`src/rtl/lvl_intc_pkg.sv`:
```
// Package: shared register index encoding for the level interrupt controller.
// Assumes a 4-bit word index; indices not listed are undecoded.
package lvl_intc_pkg;
    localparam int ADDR_W = 4;

    typedef enum logic [ADDR_W-1:0] {
        IDX_N_STAT  = 4'd0,
        IDX_N_RAW   = 4'd1,
        IDX_N_ENSET = 4'd2,
        IDX_N_ENCLR = 4'd3,
        IDX_SW_SET  = 4'd4,
        IDX_SW_CLR  = 4'd5,
        IDX_F_STAT  = 4'd8,
        IDX_F_RAW   = 4'd9,
        IDX_F_ENSET = 4'd10,
        IDX_F_ENCLR = 4'd11
    } reg_idx_e;
endpackage

```
`src/rtl/lvl_intc_mask.sv`:
```
// Module: one enable mask with write-one-to-set and write-one-to-clear ports,
// plus the masked-any request flop for that class.
// Assumes set and clear are never strobed in the same cycle (decoder is one-hot).
module lvl_intc_mask #(
    parameter int N = 32
) (
    input  logic         clk,
    input  logic         rst_n,
    input  logic         set_stb,
    input  logic         clr_stb,
    input  logic [N-1:0] data,
    input  logic [N-1:0] level,
    output logic [N-1:0] en_q,
    output logic [N-1:0] masked,
    output logic         req_q
);
    // Holds the enable mask, updated by set/clear strobes.
    always_ff @(posedge clk) begin
        if (!rst_n)       en_q <= '0;
        else if (set_stb) en_q <= en_q | data;
        else if (clr_stb) en_q <= en_q & ~data;
    end

    // Masked level for status reads.
    always_comb masked = level & en_q;

    // Registers the class request output.
    always_ff @(posedge clk) begin
        if (!rst_n) req_q <= 1'b0;
        else        req_q <= |masked;
    end
endmodule

```
`src/rtl/lvl_intc_regs.sv`:
```
// Module: address decode, software source bit and read multiplexer.
// Assumes a single-cycle write strobe and a combinational read of addr_i.
module lvl_intc_regs
    import lvl_intc_pkg::*;
#(
    parameter int N = 32
) (
    input  logic              clk,
    input  logic              rst_n,
    input  logic              wr_en,
    input  logic [ADDR_W-1:0] addr,
    input  logic [N-1:0]      wdata,
    input  logic [N-1:0]      src,
    input  logic [N-1:0]      n_en,
    input  logic [N-1:0]      f_en,
    input  logic [N-1:0]      n_masked,
    input  logic [N-1:0]      f_masked,
    output logic              n_set,
    output logic              n_clr,
    output logic              f_set,
    output logic              f_clr,
    output logic [N-1:0]      level,
    output logic [N-1:0]      rdata
);
    logic sw_q;

    // Decodes write strobes for the enable masks.
    always_comb begin
        n_set = wr_en && (addr == IDX_N_ENSET);
        n_clr = wr_en && (addr == IDX_N_ENCLR);
        f_set = wr_en && (addr == IDX_F_ENSET);
        f_clr = wr_en && (addr == IDX_F_ENCLR);
    end

    // Holds the software-driven source 0 bit.
    always_ff @(posedge clk) begin
        if (!rst_n) sw_q <= 1'b0;
        else if (wr_en && addr == IDX_SW_SET && wdata[0]) sw_q <= 1'b1;
        else if (wr_en && addr == IDX_SW_CLR && wdata[0]) sw_q <= 1'b0;
    end

    // Merges the software bit into source position 0.
    always_comb begin
        level    = src;
        level[0] = src[0] | sw_q;
    end

    // Selects read data by word index.
    always_comb begin
        rdata = '0;
        case (addr)
            IDX_N_STAT:  rdata = n_masked;
            IDX_N_RAW:   rdata = level;
            IDX_N_ENSET: rdata = n_en;
            IDX_SW_SET:  rdata[0] = level[0];
            IDX_F_STAT:  rdata = f_masked;
            IDX_F_RAW:   rdata = level;
            IDX_F_ENSET: rdata = f_en;
            default:     rdata = '0;
        endcase
    end
endmodule

```
`src/rtl/lvl_intc_top.sv`:
```
// Module: top of the dual-output level interrupt controller.
// Assumes level-sensitive sources already synchronous to clk.
module lvl_intc_top
    import lvl_intc_pkg::*;
#(
    parameter int N = 32
) (
    input  logic              clk,
    input  logic              rst_n,
    input  logic [N-1:0]      src_i,
    input  logic              wr_en_i,
    input  logic [ADDR_W-1:0] addr_i,
    input  logic [N-1:0]      wdata_i,
    output logic [N-1:0]      rdata_o,
    output logic              irq_o,
    output logic              fiq_o
);
    localparam int NCLS = 2;

    logic [N-1:0] level;
    logic [N-1:0] en    [NCLS];
    logic [N-1:0] msk   [NCLS];
    logic         setv  [NCLS];
    logic         clrv  [NCLS];
    logic         req   [NCLS];

    lvl_intc_regs #(.N(N)) u_regs (
        .clk(clk), .rst_n(rst_n), .wr_en(wr_en_i), .addr(addr_i),
        .wdata(wdata_i), .src(src_i), .n_en(en[0]), .f_en(en[1]),
        .n_masked(msk[0]), .f_masked(msk[1]),
        .n_set(setv[0]), .n_clr(clrv[0]), .f_set(setv[1]), .f_clr(clrv[1]),
        .level(level), .rdata(rdata_o)
    );

    for (genvar c = 0; c < NCLS; c++) begin : g_cls
        lvl_intc_mask #(.N(N)) u_mask (
            .clk(clk), .rst_n(rst_n), .set_stb(setv[c]), .clr_stb(clrv[c]),
            .data(wdata_i), .level(level), .en_q(en[c]),
            .masked(msk[c]), .req_q(req[c])
        );
    end

    assign irq_o = req[0];
    assign fiq_o = req[1];
endmodule

```
`config.mk`:
```
export PLATFORM = sky130hd
export DESIGN_NAME = lvl_intc_top
export DESIGN_NICKNAME = d
export VERILOG_FILES = /design/src/rtl/lvl_intc_pkg.sv /design/src/rtl/lvl_intc_mask.sv /design/src/rtl/lvl_intc_regs.sv /design/src/rtl/lvl_intc_top.sv
export SDC_FILE = /design/constraint.sdc
export NUM_CORES = 1
export LEC_CHECK = 0
export ABC_AREA = 1
export BUFFER_PORTS_ARGS = -buffer_cell sky130_fd_sc_hd__buf_2
export CAP_MARGIN = 20
export CORE_MARGIN = 4
export CORE_UTILIZATION = 45
export CTS_BUF_LIST = sky130_fd_sc_hd__clkbuf_8
export DETAILED_ROUTE_END_ITERATION = 16
export PLACE_DENSITY = 0.71
export SETUP_SLACK_MARGIN = 0.2
export SYNTH_ARGS = -nofsm -noshare
export SYNTH_HDL_FRONTEND = slang
export SYNTH_HIERARCHICAL = 1
export SYNTH_SLANG_ARGS = --single-unit
```
`constraint.sdc`:
```
create_clock -name clk -period 3.4 [get_ports clk]
set_clock_uncertainty 0.15 [all_clocks]
set_input_delay 0.17 -clock clk [delete_from_list [all_inputs] [get_ports clk]]
set_output_delay 0.17 -clock clk [all_outputs]
set_load 0.02 [all_outputs]
```
==> run summary, run 1 <==
Outcome = complete, no violations
R2R Path Start = u_regs/sw_q
Setup-failing EPs final = 0
Fmax achieved = 470 MHz
Num CTS Buffers = 9
Total track usage = 23.5%
Sequential-to-total area share from yosys stat = 24.9%
Pin count of the biggest net entering global routing = 35
Cells after Synth = 967
Area contributors post-synth = nand2_1, dfxtp_1, a21oi_2, inv_1, nor2_1
Multiplexer area fraction after synthesis = 0%
Max-slew headroom = 51.6%
Top FF cell, synth = dfxtp_1
Worst Path Max Fanout = 16
Synthesized area = 0.00539 mm²
Post-layout minimum cycle time = 2.13 ns
Tcrit/Tclk final = 62.5%
Core area = 0.0116 mm²
CP Cell Sequence = buf_2 > inv_2 > nand2_1 > nor2_4 > nand2_1 > nand2_1 > inv_1 > nand2_1 > buf_2
Crit path DAT = 1.81 ns
Post-CTS Setup Repair Bufs = 0
GP Congestion = 0.835
Req. time, crit path = 3.08 ns
Synth Warn # = 6
Synthesis-stage register bit count = 67
R2r worst-path depth = 7
Antenna Cells = 0
Post-Synth XOR/XNOR Area = 0%
Cell Area, Placed = 0.00574 mm²
H-tree Lvls = 3
Vias in the first global route = 5492
Die area = 0.0138 mm²
Hold path endpoint = u_regs/sw_q
First DRT Iteration DRCs = 409
Most frequent cell after synthesis = nand2_1
Worst setup path category = in -> out
Startpoint class of the critical path = primary input
Routed WL = 16.2 mm
IR drop worst, VDD = 0.225 mV
Site Rows = 39
Total power = 1.90 mW
Synth Area in Compound Gates = 10.4%
Synth top area share = 32.1%
Port Buffers = 104
Max Root-Sink Buffers = 2
Initial Utilization = 46.6%
Net Count, Synth = 1038
CP top delay family = simple AND/OR/NAND/NOR gates
Worst hold start = addr_i[0]
Via Count = 5799
Simple-Gate Fraction of Synth Area = 46.8%
Top-Level Pins = 105
Share of cells above drive strength 1 = 19.7%
First-pass GRT wire length = 26.7 mm
Dominant cell type by area after synthesis = nand2_1
LEAKAGE = 3.38 nW
CTS tree = built
PostCTS Resize Cnt = 0
Antenna violations before repair = 0
Area Growth Syn to Fin = 17.0%
Final ANT Viol Nets = 0
Final instance area = 0.00631 mm²
TritonRoute pass-1 iters = 5
Power Density = 301 mW/mm²
Vias per cell = 4.80
R2r endpoint = g_cls[1].u_mask/req_q
Post-synth ARST share = 0%
Setup_tns = 0 ns
Critical path capture point type = output port
Most frequent CP cell = nand2_1
Min Hold Slack = 0.0220 ns
Slew Limit Fails = 0
Crit-path slowest cell = nor2_4
Die Width = 117 µm
Hpwl dp = 10.7 mm
Mean Syn Cell Area = 5.58 µm²
Commonest cells in the netlist = nand2_1, inv_1, nor2_1
WL/cell = 13.4 µm
Slew of the pin with the lowest slew margin = 0.725 ns
Worst Hold Class = in -> reg
Chip Height = 117 µm
Largest family of logic cells by synthesized area = simple AND/OR/NAND/NOR gates
Post-Place Cells = 1159
# DRC = 0
R2R Setup Slk = 1.86 ns
Final Hold Viols = 0
Worst-Skew Late Latency = 0.35 ns
Finished Layout Cells = 1208
Yosys cell types = 20
Worst Hold Depth = 4
# clock sinks = 67
GRT overflow = 0
EDFF count, synth = 0
Post-Synth Adder-Cell Area = 0%
Unrepaired setup endpoints after global routing = no
CP Buf/Inv Count = 4
CTS Root Cell = clkbuf_8
Worst-path clk slew = 0.08 ns
Max stage delay on crit path = 0.51 ns
Max-cap violations = 0
Fin nets = 1131
stage by stage:
stage	setup WS, ns	utilization, %
floorplan	1.80	-
global placement	1.33	49.7
detailed placement	1.31	49.7
CTS	1.31	54.6
global route	1.17	54.6
finish	1.27	54.6
per-layer routing:
| metal | vias to the layer above | GRT usage [%] | part of all wire [%] |
|---|---|---|---|
| met5 | - | 0 | 0 |
| met4 | 0 | 6.23 | 1.5 |
| met3 | 23 | 4.42 | 7.6 |
| met2 | 192 | 41.3 | 48 |
| met1 | 2533 | 29.6 | 43 |
| li1 | 3051 | - | - |
power breakdown:
group,switching (mW),internal [mW]
Sequential,0.00820,0.796
Clock,0.340,0.456
Combinational,0.192,0.104
worst max-delay path by stage:
stage / startpoint / end / depth (start not counted)
2_1_floorplan: addr_i[3] / register / 8
3_3_place_gp: addr_i[0] / rdata_o[1] / 9
3_5_place_dp: addr_i[0] / rdata_o[22] / 9
4_1_cts: addr_i[0] / rdata_o[22] / 9
5_1_grt: addr_i[2] / rdata_o[11] / 9
6_report: addr_i[2] / rdata_o[7] / 9
worst register-to-register path, stage by stage (launching register included):
cell and delay, ns:
dfxtp_1 0.31, or2_2 0.33, nand2_1 0.10, nand2_1 0.08, nor2_1 0.11, nand2_1 0.06
nor2_1 0.16, a21oi_1 0.12
layout make-up:
cell class,count,area [µm²]
clock buffer,11,151
clock inverter,5,83.8
fill,1191,5260
inverter,133,499
multi-input combinational,700,3100
sequential,67,1340
tap,143,179
timing repair buffer,149,953
timing repair:
item,in CTS,in global routing
hold endpoints to repair,65,0
endpoints found under the setup margin,0,0
hold buffers,33,0
kinds of logic (layout without fill, tap and decap cells):
logic type	count (synthesis)	in the layout
compound gates	67	67
buf+inv	200	298
flops	67	67
simple gates	633	633
layout by cell type (no fill, tap or decap), types with 2 or more instances in the layout:
cell,n
buf_2,104
nand2_2,2
nor2_4,3
nand3_1,68
a21oi_1,6
buf_4,11
clkbuf_8,11
clkinvlp_4,2
nor2_1,88
dfxtp_1,67
inv_2,3
nand2_1,461
bufinv_16,2
nor2_2,5
nor3_2,2
a21oi_2,60
dlygate4sd3_1,33
clkinv_1,2
inv_1,128
Power figures use the tool's default switching activity.
==> run 2: changes to the inputs <==
--- a/config.mk
+++ b/config.mk
@@ -5,14 +5,14 @@
 export SDC_FILE = /design/constraint.sdc
 export NUM_CORES = 1
 export LEC_CHECK = 0
-export ABC_AREA = 1
+export ABC_AREA = 0
 export BUFFER_PORTS_ARGS = -buffer_cell sky130_fd_sc_hd__buf_2
 export CAP_MARGIN = 20
 export CORE_MARGIN = 4
 export CORE_UTILIZATION = 45
 export CTS_BUF_LIST = sky130_fd_sc_hd__clkbuf_8
 export DETAILED_ROUTE_END_ITERATION = 16
-export PLACE_DENSITY = 0.71
+export PLACE_DENSITY = 0.72
 export SETUP_SLACK_MARGIN = 0.2
 export SYNTH_ARGS = -nofsm -noshare
 export SYNTH_HDL_FRONTEND = slang
==> constraint.sdc (replaced) <==
create_clock -name clk -period 2 [get_ports clk]
set_clock_uncertainty 0.15 [all_clocks]
set_input_delay 0.1 -clock clk [delete_from_list [all_inputs] [get_ports clk]]
set_output_delay 0.1 -clock clk [all_outputs]
set_load 0.02 [all_outputs]
==> run summary, run 2 <==
R2r worst-path depth = 4 (-3)
GRT overflow = 0 (unchanged)
Top-Level Pins = 105 (unchanged)
Antenna violations before repair = 1 (+1)
Share of cells above drive strength 1 = 35.7% (+16 points)
Final ANT Viol Nets = 0 (unchanged)
Synthesized area = 0.00484 mm² (-10%)
Area Growth Syn to Fin = 31.5%
Port Buffers = 104 (unchanged)
Post-Place Cells = 835 (-28%)
Unrepaired setup endpoints after global routing = yes
Setup_tns = -0.215 ns (-0.215 ns)
Setup ws final = -0.114 ns (-1.39 ns)
Num CTS Buffers = 9 (unchanged)
First-pass GRT wire length = 25.3 mm (-5.3%)
TritonRoute pass-1 iters = 5 (unchanged)
Synth top area share = 27.7% (-4.4 points)
Slew Limit Fails = 0 (unchanged)
Dpl ws = -0.109 ns (-1.42 ns)
Yosys cell types = 41 (+110%)
Max Root-Sink Buffers = 2 (unchanged)
Die area = 0.0125 mm² (-9.5%)
Vias per cell = 5.84 (+22%)
Synthesis-stage register bit count = 67 (unchanged)
Chip Height = 112 µm (-4.9%)
Setup-failing EPs final = 2 (+2)
Worst-path clk slew = 0.07 ns (about the same)
Power Density = 489 mW/mm² (+63%)
Most frequent cell after synthesis = a22oi_1
Outcome = finished, violations left
# clock sinks = 67 (unchanged)
Most frequent cells in the layout = a22oi_1, nand2_1, buf_2
Area contributors post-synth = dfxtp_1, a22oi_1, and2_1, nor2b_1, nand2_1
Site Rows = 37 (-5.1%)
Total power = 3.12 mW (+64%)
Worst Path Max Fanout = 2 (-14)
Final Hold Viols = 0 (unchanged)
GP Congestion = 0.929 (+11%)
IR drop worst, VDD = 0.365 mV (+63%)
Failing checks = negative setup slack
Vias in the first global route = 5034 (-8.3%)
LEAKAGE = 2.46 nW (-27%)
Net Count, Synth = 684 (-34%)
Dominant cell type by area after synthesis = dfxtp_1
Sequential-to-total area share from yosys stat = 27.7% (+2.8 points)
Final instance area = 0.00637 mm² (+0.95%)
# DRC = 0 (unchanged)
Worst Hold Class = in -> reg
Core area = 0.0104 mm² (-9.9%)
Commonest non-fill, non-tap cell in the layout = a22oi_1
Min Hold Slack = 0.0219 ns (-0.0000900 ns)
Total track usage = 25.1% (+1.6 points)
Crit path DAT = 2.20 ns (+0.39 ns)
Mean Syn Cell Area = 7.90 µm² (+42%)
Pin count of the biggest net entering global routing = 39 (+11%)
Cells after Synth = 613 (-37%)
Fin nets = 818 (-28%)
Synth Warn # = 6 (unchanged)
Worst setup path category = reg -> reg
Util after Layout = 61.2% (+6.6 points)
Max-slew headroom = 66.6% (+15 points)
WL/cell = 19.0 µm (+41%)
Commonest cells in the netlist = a22oi_1, nand2_1, and2_1
R2R Setup Slk = -0.11 ns (-1.97 ns)
Fmax achieved = 473 MHz
Critical path capture point type = register
Cell Area, Placed = 0.00553 mm² (-3.8%)
Via Count = 5182 (-11%)
Tcrit/Tclk final = 106%
Post-synth ARST share = 0% (unchanged)
Antenna Cells = 0 (unchanged)
Startpoint class of the critical path = register
Initial Utilization = 46.5% (-0.14 points)
Req. time, crit path = 2.09 ns (-0.99 ns)
Slew of the pin with the lowest slew margin = 0.501 ns (-0.224 ns)
First DRT Iteration DRCs = 505 (+23%)
Post-layout minimum cycle time = 2.11 ns
Max-cap violations = 0 (unchanged)
EDFF count, synth = 0 (unchanged)
R2r endpoint = g_cls[1].u_mask/req_q
Die Width = 112 µm (-4.9%)
CTS Root Cell = clkbuf_8
Top FF cell, synth = dfxtp_1
Hpwl dp = 11.3 mm (+5.5%)
CTS tree = built
Worst-Skew Late Latency = 0.36 ns (about the same)
Routed WL = 16.8 mm (+3.9%)
Finished Layout Cells = 887 (-27%)
CP Capture Point = g_cls[1].u_mask/req_q
H-tree Lvls = 3 (unchanged)
[run 2: power breakdown]
| part | switching (mW) | internal (mW) | total [mW] |
|---|---|---|---|
| clock | 0.533 | 0.627 | 1.16 |
| sequential | 0.0142 | 1.35 | 1.37 |
| combinational | 0.324 | 0.264 | 0.588 |
[run 2: how the worst min path moves through the flow]
stage,startpoint,endpoint,slack [ns],depth (start not counted)
after global placement,wdata_i[17],register,0.26,3
after floorplan,rst_n,register,0.08,1
final,wr_en_i,u_regs/sw_q,0.02,3
after detailed placement,wdata_i[28],register,0.28,3
after CTS,wr_en_i,u_regs/sw_q,0.01,3
after global routing,wr_en_i,u_regs/sw_q,0.03,3
[run 2: timing repair]
item                                    CTS  global route
endpoints found under the hold margin    64             0
gates cloned                              0             0
setup buffers                             2             3
endpoints found under the setup margin    6            25
gates resized for setup                  21            73
pin swaps                                 4            11
hold buffers                             32             0
[run 2: layout make-up]
cell class | count | area (µm²)
Fill cell | 888 | 4050
Multi-Input combinational cell | 468 | 3240
Timing Repair Buffer | 198 | 1390
Sequential cell | 67 | 1360
Tap cell | 136 | 170
Clock buffer | 11 | 151
Clock inverter | 4 | 42.5
Inverter | 3 | 11.3
[run 2: kinds of logic (layout without fill, tap and decap cells)]
logic type / after synthesis / in the layout / share of synthesized area, %
AOI/OAI and AO/OA: 161 / 161 / 23.7
muxes: 15 / 15 / 3.38
buffers and inverters: 78 / 216 / 9.95
DFF: 67 / 67 / 27.7
and+or+nand+nor: 292 / 292 / 35.3
[run 2: worst max-delay path: stages (launching register included)]
cell     delay, ns
dfxtp_1       0.31
and2_1        0.15
or4_1         0.51
or4_4         0.43
o41a_1        0.44
[run 2: per-layer routing]
layer | wire length, µm | share of wire [%] | up-vias | GRT usage, %
met3 | 1330 | 7.9 | 35 | 6.03
met5 | 13 | 0.077 | - | 0
met1 | 7190 | 43 | 2474 | 32.4
met4 | 416 | 2.5 | 2 | 10.4
li1 | - | - | 2432 | -
met2 | 7860 | 47 | 239 | 40.3
